`src/rtl/dag_pkg.sv`:
```
package dag_pkg;
  localparam int OPND_W   = 7;
  localparam int PTR_W    = OPND_W + 1;
  localparam int ADDR_W   = OPND_W + 2;
  localparam int RP_W     = 2;
  localparam int INDF_OFS = 0;
  localparam int STAT_OFS = 3;
  localparam int PTR_OFS  = 4;
  localparam int IRP_POS  = 7;
  localparam int RP_LO    = 5;

  typedef struct packed {
    logic              irp;
    logic [RP_W-1:0]   rp;
    logic [PTR_W-1:0]  ptr;
  } bank_state_t;
endpackage

```
`src/rtl/dag_bank_regs.sv`:
```
module dag_bank_regs
  import dag_pkg::*;
(
  input  logic              clk,
  input  logic              rst_n,
  input  logic              wr_vld,
  input  logic [ADDR_W-1:0] wr_addr,
  input  logic [PTR_W-1:0]  wr_data,
  output bank_state_t       st_fwd
);
  bank_state_t st_q;
  logic hit_ptr, hit_stat;

  assign hit_ptr  = wr_vld && (wr_addr[OPND_W-1:0] == OPND_W'(PTR_OFS));
  assign hit_stat = wr_vld && (wr_addr[OPND_W-1:0] == OPND_W'(STAT_OFS));

  always_ff @(posedge clk) begin
    if (!rst_n) begin
      st_q <= '0;
    end else begin
      if (hit_ptr) st_q.ptr <= wr_data;
      if (hit_stat) begin
        st_q.irp <= wr_data[IRP_POS];
        st_q.rp  <= wr_data[RP_LO +: RP_W];
      end
    end
  end

  always_comb begin
    st_fwd = st_q;
    if (hit_ptr) st_fwd.ptr = wr_data;
    if (hit_stat) begin
      st_fwd.irp = wr_data[IRP_POS];
      st_fwd.rp  = wr_data[RP_LO +: RP_W];
    end
  end
endmodule

```
`src/rtl/dag_addr_form.sv`:
```
module dag_addr_form
  import dag_pkg::*;
(
  input  logic [OPND_W-1:0] opnd,
  input  bank_state_t       st,
  output logic [ADDR_W-1:0] eff_addr,
  output logic              null_acc
);
  logic indirect;
  assign indirect = (opnd == OPND_W'(INDF_OFS));
  assign eff_addr = indirect ? {st.irp, st.ptr} : {st.rp, opnd};
  assign null_acc = indirect && (st.ptr[OPND_W-1:0] == OPND_W'(INDF_OFS));
endmodule

```
`src/rtl/dag_write_stage.sv`:
```
module dag_write_stage
  import dag_pkg::*;
(
  input  logic              clk,
  input  logic              rst_n,
  input  logic              wr_req,
  input  logic [ADDR_W-1:0] addr_in,
  output logic              wr_vld,
  output logic [ADDR_W-1:0] wr_addr
);
  always_ff @(posedge clk) begin
    if (!rst_n) begin
      wr_vld  <= 1'b0;
      wr_addr <= '0;
    end else begin
      wr_vld  <= wr_req;
      wr_addr <= addr_in;
    end
  end
endmodule

```
`src/rtl/data_addr_gen.sv`:
```
module data_addr_gen
  import dag_pkg::*;
(
  input  logic              clk,
  input  logic              rst_n,
  input  logic              ins_valid,
  input  logic [OPND_W-1:0] ins_opnd,
  input  logic              ins_rd,
  input  logic              ins_wr,
  input  logic [PTR_W-1:0]  ram_rd_data,
  input  logic [PTR_W-1:0]  wr_data,
  output logic [ADDR_W-1:0] ram_rd_addr,
  output logic              ram_oe,
  output logic [PTR_W-1:0]  opnd_data,
  output logic [ADDR_W-1:0] ram_wr_addr,
  output logic              ram_we
);
  bank_state_t       st_fwd;
  logic [ADDR_W-1:0] eff_addr;
  logic              null_acc;
  logic              rd_go, wr_go;

  dag_bank_regs u_bank (
    .clk(clk), .rst_n(rst_n), .wr_vld(ram_we), .wr_addr(ram_wr_addr),
    .wr_data(wr_data), .st_fwd(st_fwd)
  );

  dag_addr_form u_form (
    .opnd(ins_opnd), .st(st_fwd), .eff_addr(eff_addr), .null_acc(null_acc)
  );

  assign rd_go = ins_valid && ins_rd && !null_acc;
  assign wr_go = ins_valid && ins_wr && !null_acc;

  dag_write_stage u_wst (
    .clk(clk), .rst_n(rst_n), .wr_req(wr_go), .addr_in(eff_addr),
    .wr_vld(ram_we), .wr_addr(ram_wr_addr)
  );

  assign ram_rd_addr = eff_addr;
  assign ram_oe      = rd_go;
  assign opnd_data   = rd_go ? ram_rd_data : '0;
endmodule

```
`config.mk`:
```
export PLATFORM = sky130hd
export DESIGN_NAME = data_addr_gen
export DESIGN_NICKNAME = d
export VERILOG_FILES = /design/src/rtl/dag_pkg.sv /design/src/rtl/dag_bank_regs.sv /design/src/rtl/dag_addr_form.sv /design/src/rtl/dag_write_stage.sv /design/src/rtl/data_addr_gen.sv
export SDC_FILE = /design/constraint.sdc
export NUM_CORES = 1
export LEC_CHECK = 0
export ABC_AREA = 0
export BUFFER_PORTS_ARGS = -buffer_cell sky130_fd_sc_hd__buf_2
export CAP_MARGIN = 20
export CORE_ASPECT_RATIO = 0.8
export CORE_UTILIZATION = 38
export CTS_CLUSTER_DIAMETER = 150
export DETAILED_ROUTE_END_ITERATION = 10
export GPL_ROUTABILITY_DRIVEN = 0
export GPL_TIMING_DRIVEN = 0
export HOLD_SLACK_MARGIN = 0.15
export PLACE_DENSITY = 0.72
export SLEW_MARGIN = 10
export SYNTH_ARGS = -nofsm -noshare
export SYNTH_HDL_FRONTEND = slang
export SYNTH_SLANG_ARGS = --single-unit
```
`constraint.sdc`:
```
create_clock -name clk -period 1.4 [get_ports clk]
set_input_delay 0.14 -clock clk [delete_from_list [all_inputs] [get_ports clk]]
set_output_delay 0.14 -clock clk [all_outputs]
set_load 0.005 [all_outputs]
```
==> impl_metrics.toml, run 1 <==
[sta]
finalCritPeriodShare = 1.512
fmax_mhz = 472.3
tightest_slew_ps = 684.2
relSlewSlack = 0.5438
layout_setup_ws_ps = -717.1
fin_tns_setup_ps = -12910
hold_slack_ps = 164.6
rsz0062_at_grt = "true"
fin_crit_ps = 2117
skew_ps = 1.176
setup_violations = 32
finalHoldViolCount = 0
slew_violations = 0

[grt]
grt_pass1_vias = 1102
grt_max_degree = 12
grt.total_usage = 0.2269
antenna_found_initial = 0
grt_pass1_wl_um = 4974
grt_overflow = 0

[clock_tree]
holdBufCountCts = 10
clockBufferDepth = 2
cts_tree = "built"
cts_num_sinks = 21
clk_latency_ps = 310
clockRootBuffer = "clkbuf_4"
cts_buffers = 3
h-tree-depth = 1
clkTransAtPathRegs_ps = 110

[synthesis]
synth_cells = 109
syn_nets = 137
yosys_warnings = 0
synth.most_common_cell = "dfxtp_1"
synthTopCellsByCount = "dfxtp_1 (21), nand2_1 (19), mux2i_1 (13), nor2b_1 (11), a21oi_2 (9)"
synthArstFlopShare = 0
syn_avg_cell_area_um2 = 9.608
ys_types = 22
synthTopCellsByArea = "dfxtp_1 (40%), mux2i_1 (12%), a21oi_2 (7.5%)"
synth_edf_count = 0
syn-cell-area_mm2 = 0.001047
ys_seq_area_frac = 0.4014
yosysTopAreaCell = "dfxtp_1"
synth_top_area_frac = 0.4014
yosys_most_used_dff = "dfxtp_1"
synth_seq_cells = 21

[critical_path]
critPathKind = "reg2out"
crit_chain = "or4_4 -> nor4_4 -> mux2_4 -> a21boi_2 -> buf_2"
cp_max_fo = 5
critPathMaxStageDelay_ps = 560
required_ps = 1260
cp-start-kind = "register"
cp-end-kind = "primary output"
cp_slowest_cell = "or4_4"
arrival_ps = 1980

[final_layout]
diodes = 0
syn_to_final_growth_pct = 64.04
drive_above_1_share = 0.5348
final_nets = 216
fin_area_mm2 = 0.001718

[floorplan]
core_mm2 = 0.002522
pin_count = 56
die_h_um = 48.96
rows = 16
initial_utilization = 0.4152
die_w_um = 60.70
dieArea_mm2 = 0.002971

[route]
wire_per_inst_um = 16.82
drc = 0
totalWireLength_um = 3750
vias = 1217
drt-initial-drc-count = 61
first_pass_iters = 4
ant_nets = 0
vias_per_cell = 5.457

[power]
vdd_drop_max_mv = 0.5084
p_leak_nw = 0.7803
p_per_area_mw_per_mm2 = 660.1
total_power_mw = 1.134

[run]
maxCapViolCount = 0

[hold_path]
hp-class = "in2reg"

[run_status]
failed_checks = "setup timing"
outcome = "finished, violations left"

[placement]
dp.final_hpwl_um = 2177
place_area_mm2 = 0.001370
io_buffers = 55
-- cell families (layout without fill, tap and decap cells) --
| family | Yosys count | count (layout) | synth area share |
|---|---|---|---|
| compound gates | 26 | 26 | 0.1816 |
| buf+inv | 4 | 81 | 0.01433 |
| flops | 21 | 21 | 0.4014 |
| mux | 14 | 15 | 0.1386 |
| simple gates | 44 | 44 | 0.2640 |
-- registers in the layout, indices dropped and copies added (netlist names) --
| name | flops |
|---|---|
| u_bank.st_q | 11 |
| u_wst.wr_addr | 9 |
| u_wst.wr_vld | 1 |
-- timing repair --
item,4_1_cts,5_1_grt
gates resized for setup,16,12
endpoints found under the setup margin,24,31
buffers inserted,3,5
endpoints found under the hold margin,9,1
pin swaps,2,7
gates cloned,1,0
-- where the power goes --
group	internal [mW]	leakage [nW]	switching (mW)
Clock	0.111	0.0150	0.185
Combinational	0.113	0.592	0.0973
Sequential	0.611	0.173	0.0162
-- critical path, delay by kind of cell (launching register included) --
kind / cells / cell delay (ps)
multiplexers: 1 / 270
AO/OA/AOI/OAI: 1 / 80
AND/OR/NAND/NOR: 2 / 800
buffers and inverters: 1 / 170
flip-flops: 1 / 340
-- cell usage in the layout, fill, tap and decap left out --
| master | count |
|---|---|
| mux2i_1 | 6 |
| or4_1 | 1 |
| mux2i_2 | 2 |
| dfxtp_4 | 1 |
| nor4b_4 | 3 |
| o22ai_1 | 2 |
| dfxtp_1 | 15 |
| mux2i_4 | 5 |
| nor2b_1 | 11 |
| clkbuf_4 | 3 |
| and2_1 | 2 |
| nand2_2 | 1 |
| buf_2 | 55 |
| buf_6 | 1 |
| nor3_1 | 1 |
| o21ai_1 | 6 |
| o21bai_1 | 7 |
| mux2_4 | 2 |
| buf_4 | 5 |
| or4_4 | 1 |
| a21boi_2 | 1 |
| buf_12 | 2 |
| nor4_4 | 1 |
| and4bb_2 | 1 |
| a21oi_2 | 9 |
| nand2_1 | 18 |
| nand2_4 | 1 |
| nand3_1 | 1 |
| dfxtp_2 | 5 |
| clkbuf_1 | 4 |
| dlygate4sd3_1 | 10 |
| o21ai_2 | 1 |
| buf_1 | 1 |
| nor4_1 | 2 |
-- worst paths after layout --
path                                                   to  depth (start not counted)  slack [ps]                       from
worst min-delay path            u_bank.st_q[7]$_SDFF_PN0_                          3         160                 wr_data[7]
worst max register to register    u_wst.wr_vld$_SDFF_PN0_                          5        -310  u_bank.st_q[5]$_SDFF_PN0_
worst min register to register  u_bank.st_q[8]$_SDFF_PN0_                          2         580  u_bank.st_q[8]$_SDFF_PN0_
worst max-delay path                               ram_oe                          5        -720  u_bank.st_q[5]$_SDFF_PN0_
-- routing by layer --
layer  wire, µm  part of all wire  track usage  up-vias
met3        270             0.072      0.08223       17
met4         95             0.025       0.1023        0
met2       1871              0.50       0.3736       76
li1           -                 -            -      547
met5          0                 0            0        -
met1       1513              0.40       0.2574      577
-- cell type report --
cell class	instances	area, µm²
tap	36	45.04
sequential	21	430.4
fill	200	804.5
multi-input combinational	85	737.0
buffer	4	15.01
timing repair buffer	73	464.2
clock buffer	4	26.28
-- stage by stage --
stage	std cells	setup slack [ps]	utilization
global placement	200	-294.3	0.5432
CTS	218	-595.3	0.6329
finish	223	-717.1	0.6811
floorplan	109	-57.82	-
detailed placement	200	-336.8	0.5432
global route	223	-764.1	0.6811
No activity file was read; power rests on OpenSTA's default activity.
==> inputs of run 2 (changes only) <==
- GPL_TIMING_DRIVEN: 0 -> default
- SKIP_LAST_GASP: default -> 1
==> impl_metrics.toml, run 2 (same netlist as run 1, synthesis figures left out) <==
[final_layout]
largest_reg_flops = 11
layout_common_cells = "buf_2 (55), buf_4 (23), nand2_1 (18), dfxtp_1 (15)"
top_regs = "u_bank.st_q x11, u_wst.wr_addr x9, u_wst.wr_vld x1"
largest_register = "u_bank.st_q"
final_nets = 230
syn_to_final_growth_pct = 74.79
drive_above_1_share = 0.6418
finalNonFillerCells = 237
diodes = 0
mostFrequentLayoutCell = "buf_2"
fin_area_mm2 = 0.001831

[power]
p_per_area_mw_per_mm2 = 626.8
p_leak_nw = 0.8471
vdd_drop_max_mv = 0.5093

[critical_path]
critPathKind = "reg2out"
cp_max_fo = 5
rrSetupSlack_ps = -310
rr_startpoint = "u_bank.st_q[5]$_SDFF_PN0_"
reg2reg_depth = 6
required_ps = 1260
arrival_ps = 1900
cp-start-kind = "register"
rr_endpoint = "u_wst.wr_vld$_SDFF_PN0_"
crit_path_start = "u_bank.st_q[5]$_SDFF_PN0_"
cp-end-kind = "primary output"

[clock_tree]
clockRootBuffer = "clkbuf_4"
h-tree-depth = 1
clkTransAtPathRegs_ps = 120
clk_latency_ps = 320
cts_tree = "built"
cts_buffers = 3
cts_num_sinks = 21
clockBufferDepth = 2

[run]
maxCapViolCount = 0

[sta]
skew_ps = 6.758
fmax_mhz = 490.3
hold_slack_ps = 166.4
tightest_slew_ps = 431.8
relSlewSlack = 0.7095
finalCritPeriodShare = 1.457
fin_crit_ps = 2040
finalHoldViolCount = 0
rsz0062_at_grt = "true"
setup_violations = 36
layout_setup_ws_ps = -639.6
slew_violations = 0

[grt]
antenna_found_initial = 0
grt.total_usage = 0.2684
grt_pass1_wl_um = 5851
grt_overflow = 0
grt_pass1_vias = 1245
grt_max_degree = 21

[placement]
dp.cells = 221
place_area_mm2 = 0.001543
dp.final_hpwl_um = 2378
io_buffers = 55

[route]
top_layer = "met4"
met3_length_um = 213
met1_length_um = 1473
wl_met2_um = 1860
vias = 1225
vias_per_cell = 5.169
drt-initial-drc-count = 43
first_pass_iters = 4
wire_per_inst_um = 15.59
drc = 0
totalWireLength_um = 3695
ant_nets = 0

[floorplan]
rows = 16
die_h_um = 48.96
pin_count = 56
die_w_um = 60.70
core_mm2 = 0.002522
initial_utilization = 0.4152
dieArea_mm2 = 0.002971

[hold_path]
whs_path_depth = 3
whs_endpoint = "u_wst.wr_addr[2]$_SDFF_PN0_"
min-delay-start = "wr_data[2]"
hp-class = "in2reg"

[run_status]
outcome = "finished, violations left"
failed_checks = "setup timing"
-- run 2: worst max-delay path by stage --
| stage | end | slack, ps |
|---|---|---|
| 2_1_floorplan | ram_oe | -60 |
| 3_3_place_gp | opnd_data[0] | -280 |
| 3_5_place_dp | opnd_data[0] | -300 |
| 4_1_cts | opnd_data[0] | -590 |
| 5_1_grt | opnd_data[0] | -690 |
| 6_report | opnd_data[3] | -640 |
-- run 2: per-layer routing --
layer | up-vias | GRT usage
li1 | 576 | -
met1 | 580 | 0.3207
met2 | 55 | 0.4359
met3 | 14 | 0.06897
met4 | 0 | 0.1364
met5 | - | 0
-- run 2: worst max-delay path, stage by stage, from the launching register on --
cell and delay, ps:
dfxtp_2 350, or4_4 550, nor4_4 200, mux2_4 260, a21oi_2 80, buf_2 130
-- run 2: what timing repair did --
item,4_1_cts,5_1_grt
gates cloned,1,0
endpoints found under the hold margin,8,0
setup buffers,7,4
resized for setup,32,7
pin swaps,15,6
endpoints found under the setup margin,39,39
hold buffers,9,0
-- run 2: through the flow --
step / setup slack [ps] / util / power (mW) / setup TNS, ps
floorplan: -57.82 / - / 0.7080 / -543.3
global placement: -278.7 / 0.6116 / 0.8091 / -4086
detailed placement: -299.9 / 0.6116 / 0.8142 / -5743
CTS: -594.8 / 0.7163 / 1.142 / -11730
global route: -689.6 / 0.7257 / 1.203 / -15180
finish: -639.6 / 0.7257 / 1.147 / -12890
-- run 2: layout make-up --
class                   count  area [µm²]
clock inverters             1       5.005
fillers                   186       691.9
multi-input cells          85       738.2
clock buffers               3       22.52
repair buffers             91       586.8
well taps                  36       45.04
flip-flops and latches     21       432.9
-- run 2: where the power goes --
part           internal [mW]  switching, mW
Combinational          0.126         0.0966
Clock                  0.107          0.192
Sequential             0.610         0.0158
Total                  0.843          0.305
==> inputs of run 3 (changes only) <==
- ABC_AREA: 0 -> default
- REMOVE_ABC_BUFFERS: default -> 1
==> impl_metrics.toml, run 3 (same netlist as run 1, synthesis figures left out) <==
[run_status]
outcome = "finished, violations left"
failed_checks = "setup timing"

[critical_path]
required_ps = 1260
cp-start-kind = "register"
critPathMaxStageDelay_ps = 550
critPathCapture = "opnd_data[5]"
reg2reg_depth = 5
crit_path_start = "u_bank.st_q[5]$_SDFF_PN0_"
rr_startpoint = "u_bank.st_q[5]$_SDFF_PN0_"
crit_chain = "or4_4 -> nor4_4 -> mux2_4 -> a21oi_2 -> buf_2"
cp-end-kind = "primary output"
cp_slowest_cell = "or4_4"
arrival_ps = 1910
critPathKind = "reg2out"
rr_endpoint = "u_wst.wr_vld$_SDFF_PN0_"
rrSetupSlack_ps = -240
cp_max_fo = 5

[placement]
io_buffers = 55
post-place-ws_ps = -308.9
dp.final_hpwl_um = 2383

[final_layout]
largest_reg_flops = 11
layout_common_cells = "buf_2 (55), buf_4 (21), nand2_1 (18), dfxtp_1 (15)"
largest_register = "u_bank.st_q"
syn_to_final_growth_pct = 83.63
top_regs = "u_bank.st_q x11, u_wst.wr_addr x9, u_wst.wr_vld x1"
diodes = 0
drive_above_1_share = 0.6439
mostFrequentLayoutCell = "buf_2"
final_nets = 234

[clock_tree]
cts_num_sinks = 21
cts_buffers = 3
clkTransAtPathRegs_ps = 120
cts_tree = "built"
clockRootBuffer = "clkbuf_4"
clockBufferDepth = 2
clk_latency_ps = 310
h-tree-depth = 1

[floorplan]
dieArea_mm2 = 0.002971
core_mm2 = 0.002522
pin_count = 56
die_w_um = 60.70
die_h_um = 48.96
rows = 16
initial_utilization = 0.4152

[sta]
finalHoldViolCount = 0
fin_crit_ps = 2049
rsz0062_at_grt = "true"
tightest_slew_ps = 480.1
relSlewSlack = 0.6770
layout_setup_ws_ps = -648.6
fmax_mhz = 488.1
finalCritPeriodShare = 1.463
slew_violations = 0
hold_slack_ps = 166.7
setup_violations = 34
skew_ps = 9.002

[route]
ant_nets = 0
totalWireLength_um = 3707
first_pass_iters = 4
wire_per_inst_um = 15.38
vias = 1209
drc = 0
drt-initial-drc-count = 37
vias_per_cell = 5.017

[grt]
grt_overflow = 0
grt.total_usage = 0.2565
grt_pass1_wl_um = 5623
grt_pass1_vias = 1149
antenna_found_initial = 0
grt_max_degree = 21

[power]
total_power_mw = 1.154
p_leak_nw = 0.9070
p_per_area_mw_per_mm2 = 600.1
vdd_drop_max_mv = 0.5121

[run]
maxCapViolCount = 0

[hold_path]
hp-class = "in2reg"
run 3: how the worst min path moves through the flow:
| stage | slack, ps | endpoint | start | cells after the start |
|---|---|---|---|---|
| floorplan | 250 | u_wst.wr_addr[2]$_SDFF_PN0_ | ins_opnd[2] | 2 |
| global placement | 380 | u_wst.wr_addr[6]$_SDFF_PN0_ | ins_opnd[6] | 3 |
| detailed placement | 390 | u_wst.wr_addr[6]$_SDFF_PN0_ | ins_opnd[6] | 3 |
| CTS | 170 | u_bank.st_q[2]$_SDFF_PN0_ | wr_data[2] | 3 |
| global route | 190 | u_bank.st_q[2]$_SDFF_PN0_ | wr_data[2] | 3 |
| finish | 170 | u_bank.st_q[2]$_SDFF_PN0_ | wr_data[2] | 3 |
run 3: cell type report:
type / count / area (µm²)
Fill cell: 189 / 599.3
Multi-Input combinational cell: 85 / 775.7
Sequential cell: 21 / 430.4
Clock buffer: 3 / 22.52
Timing Repair Buffer: 95 / 644.4
Clock inverter: 1 / 5.005
Tap cell: 36 / 45.04
run 3: what timing repair did:
action	CTS	global route
pin swaps	13	4
hold endpoints to repair	8	0
resized for setup	31	21
cloned	1	0
setup buffers	6	3
endpoints found under the setup margin	37	38
hold buffers	9	0
run 3: routing by layer:
| metal | wire length, µm | part of all wire | GRT usage |
|---|---|---|---|
| met4 | 27 | 0.0073 | 0.03409 |
| met5 | 0 | 0 | 0 |
| met2 | 1855 | 0.50 | 0.4396 |
| met3 | 173 | 0.047 | 0.04775 |
| met1 | 1651 | 0.45 | 0.3394 |
run 3: through the flow:
stage	util	cell area (µm²)	TNS [ps]	instances
global route	0.7624	1923	-13970	241
CTS	0.7252	1829	-10590	240
global placement	0.6166	1555	-4490	223
floorplan	-	1032	-896.7	105
detailed placement	0.6166	1555	-5331	223
finish	0.7624	1923	-11940	241
run 3: power by group:
group	internal, mW	leakage [nW]	switching, mW
Sequential	0.611	0.173	0.0168
Combinational	0.134	0.716	0.0999
Clock	0.107	0.0177	0.185
run 3: worst max-delay path: cells and delay by family (launching register included):
kind	cells	cell delay [ps]
buffers and inverters	1	130
muxes	1	270
and+or+nand+nor	2	780
DFF	1	350
AOI/OAI and AO/OA	1	70
